File: src/rtl/mdr_pkg.sv
package mdr_pkg;
  localparam int NUM_ENG = 5;

  typedef enum logic [2:0] {
    SEL_2D   = 3'd0,
    SEL_3D   = 3'd1,
    SEL_CMP  = 3'd2,
    SEL_DMA  = 3'd3,
    SEL_I2M  = 3'd4,
    SEL_NONE = 3'd7
  } eng_sel_e;
endpackage

File: src/rtl/mdr_id_map.sv
module mdr_id_map
  import mdr_pkg::*;
#(
  parameter logic [31:0] ID_2D  = 32'h0000_0201,
  parameter logic [31:0] ID_3D  = 32'h0000_0301,
  parameter logic [31:0] ID_CMP = 32'h0000_0401,
  parameter logic [31:0] ID_DMA = 32'h0000_0501,
  parameter logic [31:0] ID_I2M = 32'h0000_0601
) (
  input  logic [31:0] id_i,
  output eng_sel_e    sel_o
);
  always_comb begin
    sel_o = SEL_NONE;
    if      (id_i == ID_2D)  sel_o = SEL_2D;
    else if (id_i == ID_3D)  sel_o = SEL_3D;
    else if (id_i == ID_CMP) sel_o = SEL_CMP;
    else if (id_i == ID_DMA) sel_o = SEL_DMA;
    else if (id_i == ID_I2M) sel_o = SEL_I2M;
  end
endmodule

File: src/rtl/mdr_bind_table.sv
module mdr_bind_table
  import mdr_pkg::*;
#(
  parameter int DEPTH = 8,
  localparam int IDX_W = (DEPTH > 1) ? $clog2(DEPTH) : 1
) (
  input  logic             clk_i,
  input  logic             rst_ni,
  input  logic             we_i,
  input  logic [IDX_W-1:0] widx_i,
  input  eng_sel_e         wsel_i,
  input  logic [IDX_W-1:0] ridx_i,
  output eng_sel_e         rsel_o
);
  eng_sel_e tbl_q [DEPTH];

  for (genvar g = 0; g < DEPTH; g++) begin : g_ent
    always_ff @(posedge clk_i or negedge rst_ni) begin
      if (!rst_ni)                                tbl_q[g] <= SEL_NONE;
      else if (we_i && widx_i == IDX_W'(g))       tbl_q[g] <= wsel_i;
    end
  end

  assign rsel_o = tbl_q[ridx_i];

  AST_BIND_LANDS: assert property (@(posedge clk_i) disable iff (!rst_ni)
    we_i |=> tbl_q[$past(widx_i)] == $past(wsel_i));
endmodule

File: src/rtl/mdr_eng_slot.sv
module mdr_eng_slot #(
  parameter int PAY_W = 44
) (
  input  logic             clk_i,
  input  logic             rst_ni,
  input  logic             load_i,
  input  logic [PAY_W-1:0] pay_i,
  input  logic             ready_i,
  output logic             valid_o,
  output logic [PAY_W-1:0] pay_o
);
  always_ff @(posedge clk_i or negedge rst_ni) begin
    if (!rst_ni) begin
      valid_o <= 1'b0;
      pay_o   <= '0;
    end else if (load_i) begin
      valid_o <= 1'b1;
      pay_o   <= pay_i;
    end else if (valid_o && ready_i) begin
      valid_o <= 1'b0;
    end
  end

  AST_HOLD_PAY: assert property (@(posedge clk_i) disable iff (!rst_ni)
    valid_o && !ready_i |=> valid_o && $stable(pay_o));
  AST_NO_LOAD_BUSY: assert property (@(posedge clk_i) disable iff (!rst_ni)
    load_i |-> !valid_o);
endmodule

File: src/rtl/mdr_router.sv
module mdr_router
  import mdr_pkg::*;
#(
  parameter int          MTH_W   = 12,
  parameter int          SUB_W   = 4,
  parameter int          RMN_W   = 8,
  parameter int          DEPTH   = 8,
  parameter int          RSV_LIM = 64,
  parameter logic [31:0] ID_2D   = 32'h0000_0201,
  parameter logic [31:0] ID_3D   = 32'h0000_0301,
  parameter logic [31:0] ID_CMP  = 32'h0000_0401,
  parameter logic [31:0] ID_DMA  = 32'h0000_0501,
  parameter logic [31:0] ID_I2M  = 32'h0000_0601
) (
  input  logic                       clk_i,
  input  logic                       rst_ni,
  input  logic                       req_valid_i,
  output logic                       req_ready_o,
  input  logic [MTH_W-1:0]           req_method_i,
  input  logic [SUB_W-1:0]           req_subch_i,
  input  logic [31:0]                req_value_i,
  input  logic [RMN_W-1:0]           req_remain_i,
  output logic [NUM_ENG-1:0]         eng_valid_o,
  input  logic [NUM_ENG-1:0]         eng_ready_i,
  output logic [NUM_ENG*MTH_W-1:0]   eng_method_o,
  output logic [NUM_ENG*32-1:0]      eng_value_o,
  output logic [RMN_W-1:0]           e3d_remain_o,
  output logic                       err_unimpl_o,
  output logic                       err_engine_o,
  output logic                       err_subch_o
);
  localparam int TIDX_W = (DEPTH > 1) ? $clog2(DEPTH) : 1;
  localparam int P_W    = MTH_W + 32;
  localparam int P3_W   = P_W + RMN_W;

  logic              acc, sub_ok, is_bind, is_rsv, fwd, tbl_we;
  logic [TIDX_W-1:0] tidx;
  eng_sel_e          wsel, rsel;
  logic [NUM_ENG-1:0] load;

  assign req_ready_o = ~|eng_valid_o;
  assign acc     = req_valid_i & req_ready_o;
  assign sub_ok  = int'(req_subch_i) < DEPTH;
  assign tidx    = req_subch_i[TIDX_W-1:0];
  assign is_bind = req_method_i == '0;
  assign is_rsv  = !is_bind && (int'(req_method_i) < RSV_LIM);
  assign tbl_we  = acc & sub_ok & is_bind;
  assign fwd     = acc & sub_ok & !is_bind & !is_rsv;

  mdr_id_map #(
    .ID_2D(ID_2D), .ID_3D(ID_3D), .ID_CMP(ID_CMP), .ID_DMA(ID_DMA), .ID_I2M(ID_I2M)
  ) u_map (
    .id_i  (req_value_i),
    .sel_o (wsel)
  );

  mdr_bind_table #(.DEPTH(DEPTH)) u_tbl (
    .clk_i  (clk_i),
    .rst_ni (rst_ni),
    .we_i   (tbl_we),
    .widx_i (tidx),
    .wsel_i (wsel),
    .ridx_i (tidx),
    .rsel_o (rsel)
  );

  always_ff @(posedge clk_i or negedge rst_ni) begin
    if (!rst_ni) begin
      err_unimpl_o <= 1'b0;
      err_engine_o <= 1'b0;
      err_subch_o  <= 1'b0;
    end else begin
      err_subch_o  <= acc & !sub_ok;
      err_unimpl_o <= acc & sub_ok & is_rsv;
      err_engine_o <= fwd & (rsel == SEL_NONE);
    end
  end

  for (genvar e = 0; e < NUM_ENG; e++) begin : g_eng
    assign load[e] = fwd & (rsel == eng_sel_e'(e));
    if (e == int'(SEL_3D)) begin : g_3d
      logic [P3_W-1:0] pay;
      mdr_eng_slot #(.PAY_W(P3_W)) u_slot (
        .clk_i   (clk_i),
        .rst_ni  (rst_ni),
        .load_i  (load[e]),
        .pay_i   ({req_remain_i, req_method_i, req_value_i}),
        .ready_i (eng_ready_i[e]),
        .valid_o (eng_valid_o[e]),
        .pay_o   (pay)
      );
      assign e3d_remain_o                  = pay[P3_W-1 -: RMN_W];
      assign eng_method_o[e*MTH_W +: MTH_W] = pay[P_W-1 -: MTH_W];
      assign eng_value_o[e*32 +: 32]        = pay[31:0];
    end else begin : g_std
      logic [P_W-1:0] pay;
      mdr_eng_slot #(.PAY_W(P_W)) u_slot (
        .clk_i   (clk_i),
        .rst_ni  (rst_ni),
        .load_i  (load[e]),
        .pay_i   ({req_method_i, req_value_i}),
        .ready_i (eng_ready_i[e]),
        .valid_o (eng_valid_o[e]),
        .pay_o   (pay)
      );
      assign eng_method_o[e*MTH_W +: MTH_W] = pay[P_W-1 -: MTH_W];
      assign eng_value_o[e*32 +: 32]        = pay[31:0];
    end
  end

  AST_ONE_ENGINE: assert property (@(posedge clk_i) disable iff (!rst_ni)
    $onehot0(eng_valid_o));
  AST_ONE_ERROR: assert property (@(posedge clk_i) disable iff (!rst_ni)
    $onehot0({err_unimpl_o, err_engine_o, err_subch_o}));
  AST_RSV_SILENT: assert property (@(posedge clk_i) disable iff (!rst_ni)
    req_valid_i && req_ready_o && req_method_i != '0 && int'(req_method_i) < RSV_LIM
    |=> eng_valid_o == '0);
  AST_ERR_NO_FWD: assert property (@(posedge clk_i) disable iff (!rst_ni)
    err_engine_o |-> eng_valid_o == '0);
  AST_STALL_HOLDS: assert property (@(posedge clk_i) disable iff (!rst_ni)
    (|eng_valid_o) && !(|(eng_valid_o & eng_ready_i)) |=> $stable(eng_valid_o));
endmodule

File: config.mk
export PLATFORM = sky130hd
export DESIGN_NAME = mdr_router
export DESIGN_NICKNAME = d
export VERILOG_FILES = /design/src/rtl/mdr_pkg.sv /design/src/rtl/mdr_id_map.sv /design/src/rtl/mdr_bind_table.sv /design/src/rtl/mdr_eng_slot.sv /design/src/rtl/mdr_router.sv
export SDC_FILE = /design/constraint.sdc
export NUM_CORES = 1
export LEC_CHECK = 0
export ABC_AREA = 1
export ABC_CLOCK_PERIOD_IN_PS = 4200
export BUFFER_PORTS_ARGS = -buffer_cell sky130_fd_sc_hd__buf_2
export CORE_UTILIZATION = 57
export DETAILED_ROUTE_END_ITERATION = 7
export HOLD_SLACK_MARGIN = 0.15
export MAX_ROUTING_LAYER = met4
export PLACE_DENSITY = 0.9
export RECOVER_POWER = 25
export SYNTH_ARGS = -nofsm -noshare
export SYNTH_HDL_FRONTEND = slang
export SYNTH_SLANG_ARGS = --single-unit
export TNS_END_PERCENT = 100
File: constraint.sdc
create_clock -name clk_i -period 4.2 [get_ports clk_i]
set_input_delay 0.21 -clock clk_i [delete_from_list [all_inputs] [get_ports clk_i]]
set_output_delay 0.21 -clock clk_i [all_outputs]
set_load 0.01 [all_outputs]
==> summary.md <==
| Metric | Value |
|---|---|
| Hold_buf cts | `62` |
| Gr usage total | `37.7%` |
| Vias in the first global route | `10893` |
| Failing checks | `capacitance limit, slew limit` |
| Port buffer count | `300` |
| Initial Util | `58.8%` |
| Mean Syn Cell Area | `8.45 um^2` |
| Die area | `20100 um^2` |
| Unique cell type count in the Yosys netlist | `19` |
| Worst reg-to-reg setup slack | `1460 ps` |
| DR WL/cell | `19.0 um` |
| Worst Path Class, Setup | `in -> async` |
| Hold WC Path Type | `in -> reg` |
| Max-cap check violation count | `1` |
| Core region area | `19000 um^2` |
| Sw Ratio | `33.4%` |
| Setup Skew | `14.9 ps` |
| Area added between synthesis and finish | `26.1%` |
| Worst path max stage delay | `2050 ps` |
| Hold Vio Cnt, Final | `0` |
| Required time of the critical path | `4820 ps` |
| Met2 WL | `17800 um` |
| Vias | `11155` |
| Routability cong. | `0.921` |
| Post-CTS sizing | `0` |
| DRC viols | `0` |
| Fin crit share | `71.4%` |
| RSZ-0062 raised after global routing | `no` |
| Synth warnings | `0` |
| Post-synthesis sequential area ratio | `58.6%` |
| Maximum vdd drop | `322 uV` |
| Hold Path End | `u_tbl.tbl_q[17]$_DFFE_PN1P_` |
| Vias per cell | `5.80` |
| First-pass DRT Iterations | `6` |
| Reg power frac | `43.8%` |
| Syn nets | `1384` |
| HP Start | `req_subch_i[2]` |
| Skew-Pair Late Insertion Delay | `530 ps` |
| R2R Path Start | `g_eng[0].g_std.u_slot.valid_o$_DFFE_PN0P_` |
| TNS Setup | `0 ps` |
| Slew headroom | `-95.2%` |
| Synthesized flop and latch total | `260` |
| Highest metal used | `met4` |
| Synth Instances | `1320` |
| Diode count | `0` |
| Detailed Route Iter0 Violations | `1230` |
| Worst Tran Pin Value | `2930 ps` |
| CP endpoint kind | `asynchronous set/reset pin` |
| Synth top area share | `53.0%` |
| Final net count | `1707` |
| Global-route wire length before repair | `57000 um` |
| Cell-internal power | `0.00547 W` |
| LEAKAGE | `7.74 nW` |
| Met3 wire len | `3580 um` |
| WL met1 | `13000 um` |
| Slowest-stage cell, CP | `clkbuf_2` |
| R2R Path End | `g_eng[1].g_3d.u_slot.pay_o[31]$_DFFE_PN0P_` |
| Arrival time worst endpoint | `3620 ps` |
| Total Power | `0.00822 W` |
| Pwr Density | `585 nW/um^2` |
| CTS buffer count | `27` |
| Cell count of the worst reg-to-reg path | `9` |
| Setup Viol. Count Final | `0` |
| Max frequency | `0.333 GHz` |
| Switch Pwr | `0.00274 W` |
| Post-layout min period | `3000 ps` |
| H-tree Lvls | `1` |
| CTS tree | `yes` |
| Fillers | `1376` |
| I/O Pins | `301` |
| Buffer depth of the longest clock path | `3` |
| CP Launch Type | `input pin` |
| Die W | `142 um` |
| Pin count of the biggest net entering global routing | `118` |
| Cells along the critical path | `dlygate4sd3_1 > clkbuf_2 > buf_4` |
| Share of layout cells above drive strength 1 | `19.6%` |
| Post-Syn Area | `11100 um^2` |
| Number of flops mapped to enable cells by yosys | `0` |
| Post-route ant nets | `0` |
| Total Wirelength | `36600 um` |
| Die Y | `142 um` |
| Gr ovfl total | `0` |
| Max-slew violations | `117` |
| WHS Path Cells | `4` |
| Worst-path fanout max | `117` |
| Post-CTS Setup Inserts | `0` |
| Cell family with most CP delay | `buffers and inverters` |
| Post-detail-place hpwl | `21100 um` |
| # rows | `50` |
| Bufs and invs on worst path | `3` |
| Ranking of synthesized cells by area | `dfrtp_1, nand2_1, nand3_1, dfstp_2, nor2_1` |
| Gate power share | `25.2%` |
| Clock power frac | `31.0%` |
| Ys flop type | `dfrtp_1` |
| Async SR Flop Fraction | `100%` |
| Clk slew on worst S/H paths | `60 ps` |
| Status | `finished, violations left` |
| Initial antenna violation count | `0` |
| Yosys top cell by area | `dfrtp_1` |
| Root buf cell | `clkbuf_16` |
| CTS sink count | `260` |
cell type report:
class | instances | area (um^2) | share of cell area (%)
multi-input cells | 942 | 3960 | 28.2
repair buffers | 375 | 2140 | 15.2
clock buffers | 40 | 795 | 5.65
flip-flops and latches | 260 | 6540 | 46.5
well taps | 260 | 325 | 2.31
inverters | 37 | 139 | 0.988
clock inverters | 10 | 158 | 1.12
power groups by stage:
stage	clock network, W	registers [W]	logic [W]
2_1_floorplan	0	0.00389	0.000660
3_3_place_gp	0	0.00356	0.00195
3_5_place_dp	0	0.00358	0.00203
4_1_cts	0.00256	0.00356	0.00209
5_1_grt	0.00266	0.00365	0.00226
6_report	0.00255	0.00360	0.00207
worst min-delay path: cells and delay by family:
family | cells | cell delay, ps
simple gates | 3 | 260
buf+inv | 1 | 220
registers in the layout, summed over array words and instances (netlist names):
| register | cells |
|---|---|
| g_eng.g_std.u_slot.valid_o | 4 |
| g_eng.g_3d.u_slot.valid_o | 1 |
| u_tbl.tbl_q | 24 |
| err_engine_o | 1 |
| g_eng.g_3d.u_slot.pay_o | 52 |
| g_eng.g_std.u_slot.pay_o | 176 |
| err_subch_o | 1 |
| err_unimpl_o | 1 |
Yosys cell counts, types with 4 or more instances:
cell type / instances
nand2_1: 586
nand3_1: 266
dfrtp_1: 236
nor2_1: 62
buf_2: 46
inv_1: 36
dfstp_2: 24
buf_4: 16
buf_6: 12
nand2_2: 9
clkbuf_1: 7
nor2_4: 6
o21ai_0: 5
nand4_1: 4
per-layer routing:
metal | GRT usage (%) | up-vias
met3 | 6.07 | 186
met1 | 45.1 | 5308
met5 | - | -
met4 | 23.4 | 0
li1 | - | 4833
met2 | 60.1 | 828
cells by family after synthesis:
kind of cell / after synthesis / share of synthesized area [%]
AND/OR/NAND/NOR: 937 / 35.3
AO/OA/AOI/OAI: 5 / 0.224
flip-flops: 260 / 58.6
buffers and inverters: 118 / 5.84
how the worst max path moves through the flow:
stage	cells past startpoint	slack (ps)	end	start
after floorplan	9	2520	g_eng[3].g_std.u_slot.pay_o[19]$_DFFE_PN0P_	g_eng[2].g_std.u_slot.valid_o$_DFFE_PN0P_
after global placement	13	1410	g_eng[4].g_std.u_slot.pay_o[15]$_DFFE_PN0P_	req_subch_i[0]
after detailed placement	13	1300	g_eng[4].g_std.u_slot.pay_o[36]$_DFFE_PN0P_	req_subch_i[0]
after CTS	12	1530	g_eng[4].g_std.u_slot.pay_o[0]$_DFFE_PN0P_	req_subch_i[1]
after global routing	3	630	g_eng[0].g_std.u_slot.pay_o[5]$_DFFE_PN0P_	rst_ni
final	3	1200	g_eng[0].g_std.u_slot.pay_o[5]$_DFFE_PN0P_	rst_ni
placed cells by master (no fill, tap or decap):
cell           count
nor4_1             1
nand2_1          586
nand2_2            9
dlygate4sd3_1     62
inv_1             36
buf_2            226
clkinv_4           1
inv_2              1
buf_12             1
nand4_1            4
or2_2              1
clkbuf_16         27
clkbuf_8           7
bufinv_16          4
and3_1             1
nor2_4             6
o21ai_0            5
clkbuf_2           1
inv_6              1
clkinv_2           4
nand3_1          266
nor2_2             1
nor2_1            62
dfstp_2           24
dfrtp_1          236
clkbuf_1          79
buf_4             12
per-stage QoR:
stage                     worst slack, ps  cells  cell area [um^2]  util (%)  hold WS [ps]
final                                1200   1924             14100      74.2           182
after global routing                  626   1924             14100      74.2           224
after floorplan                      2520   1320             11100         -         -85.6
after detailed placement             1300   1812             12600      66.4           353
after global placement               1410   1812             12600      66.4           346
after CTS                            1530   1924             14200      74.7           161
No activity file was read; power rests on OpenSTA's default activity.
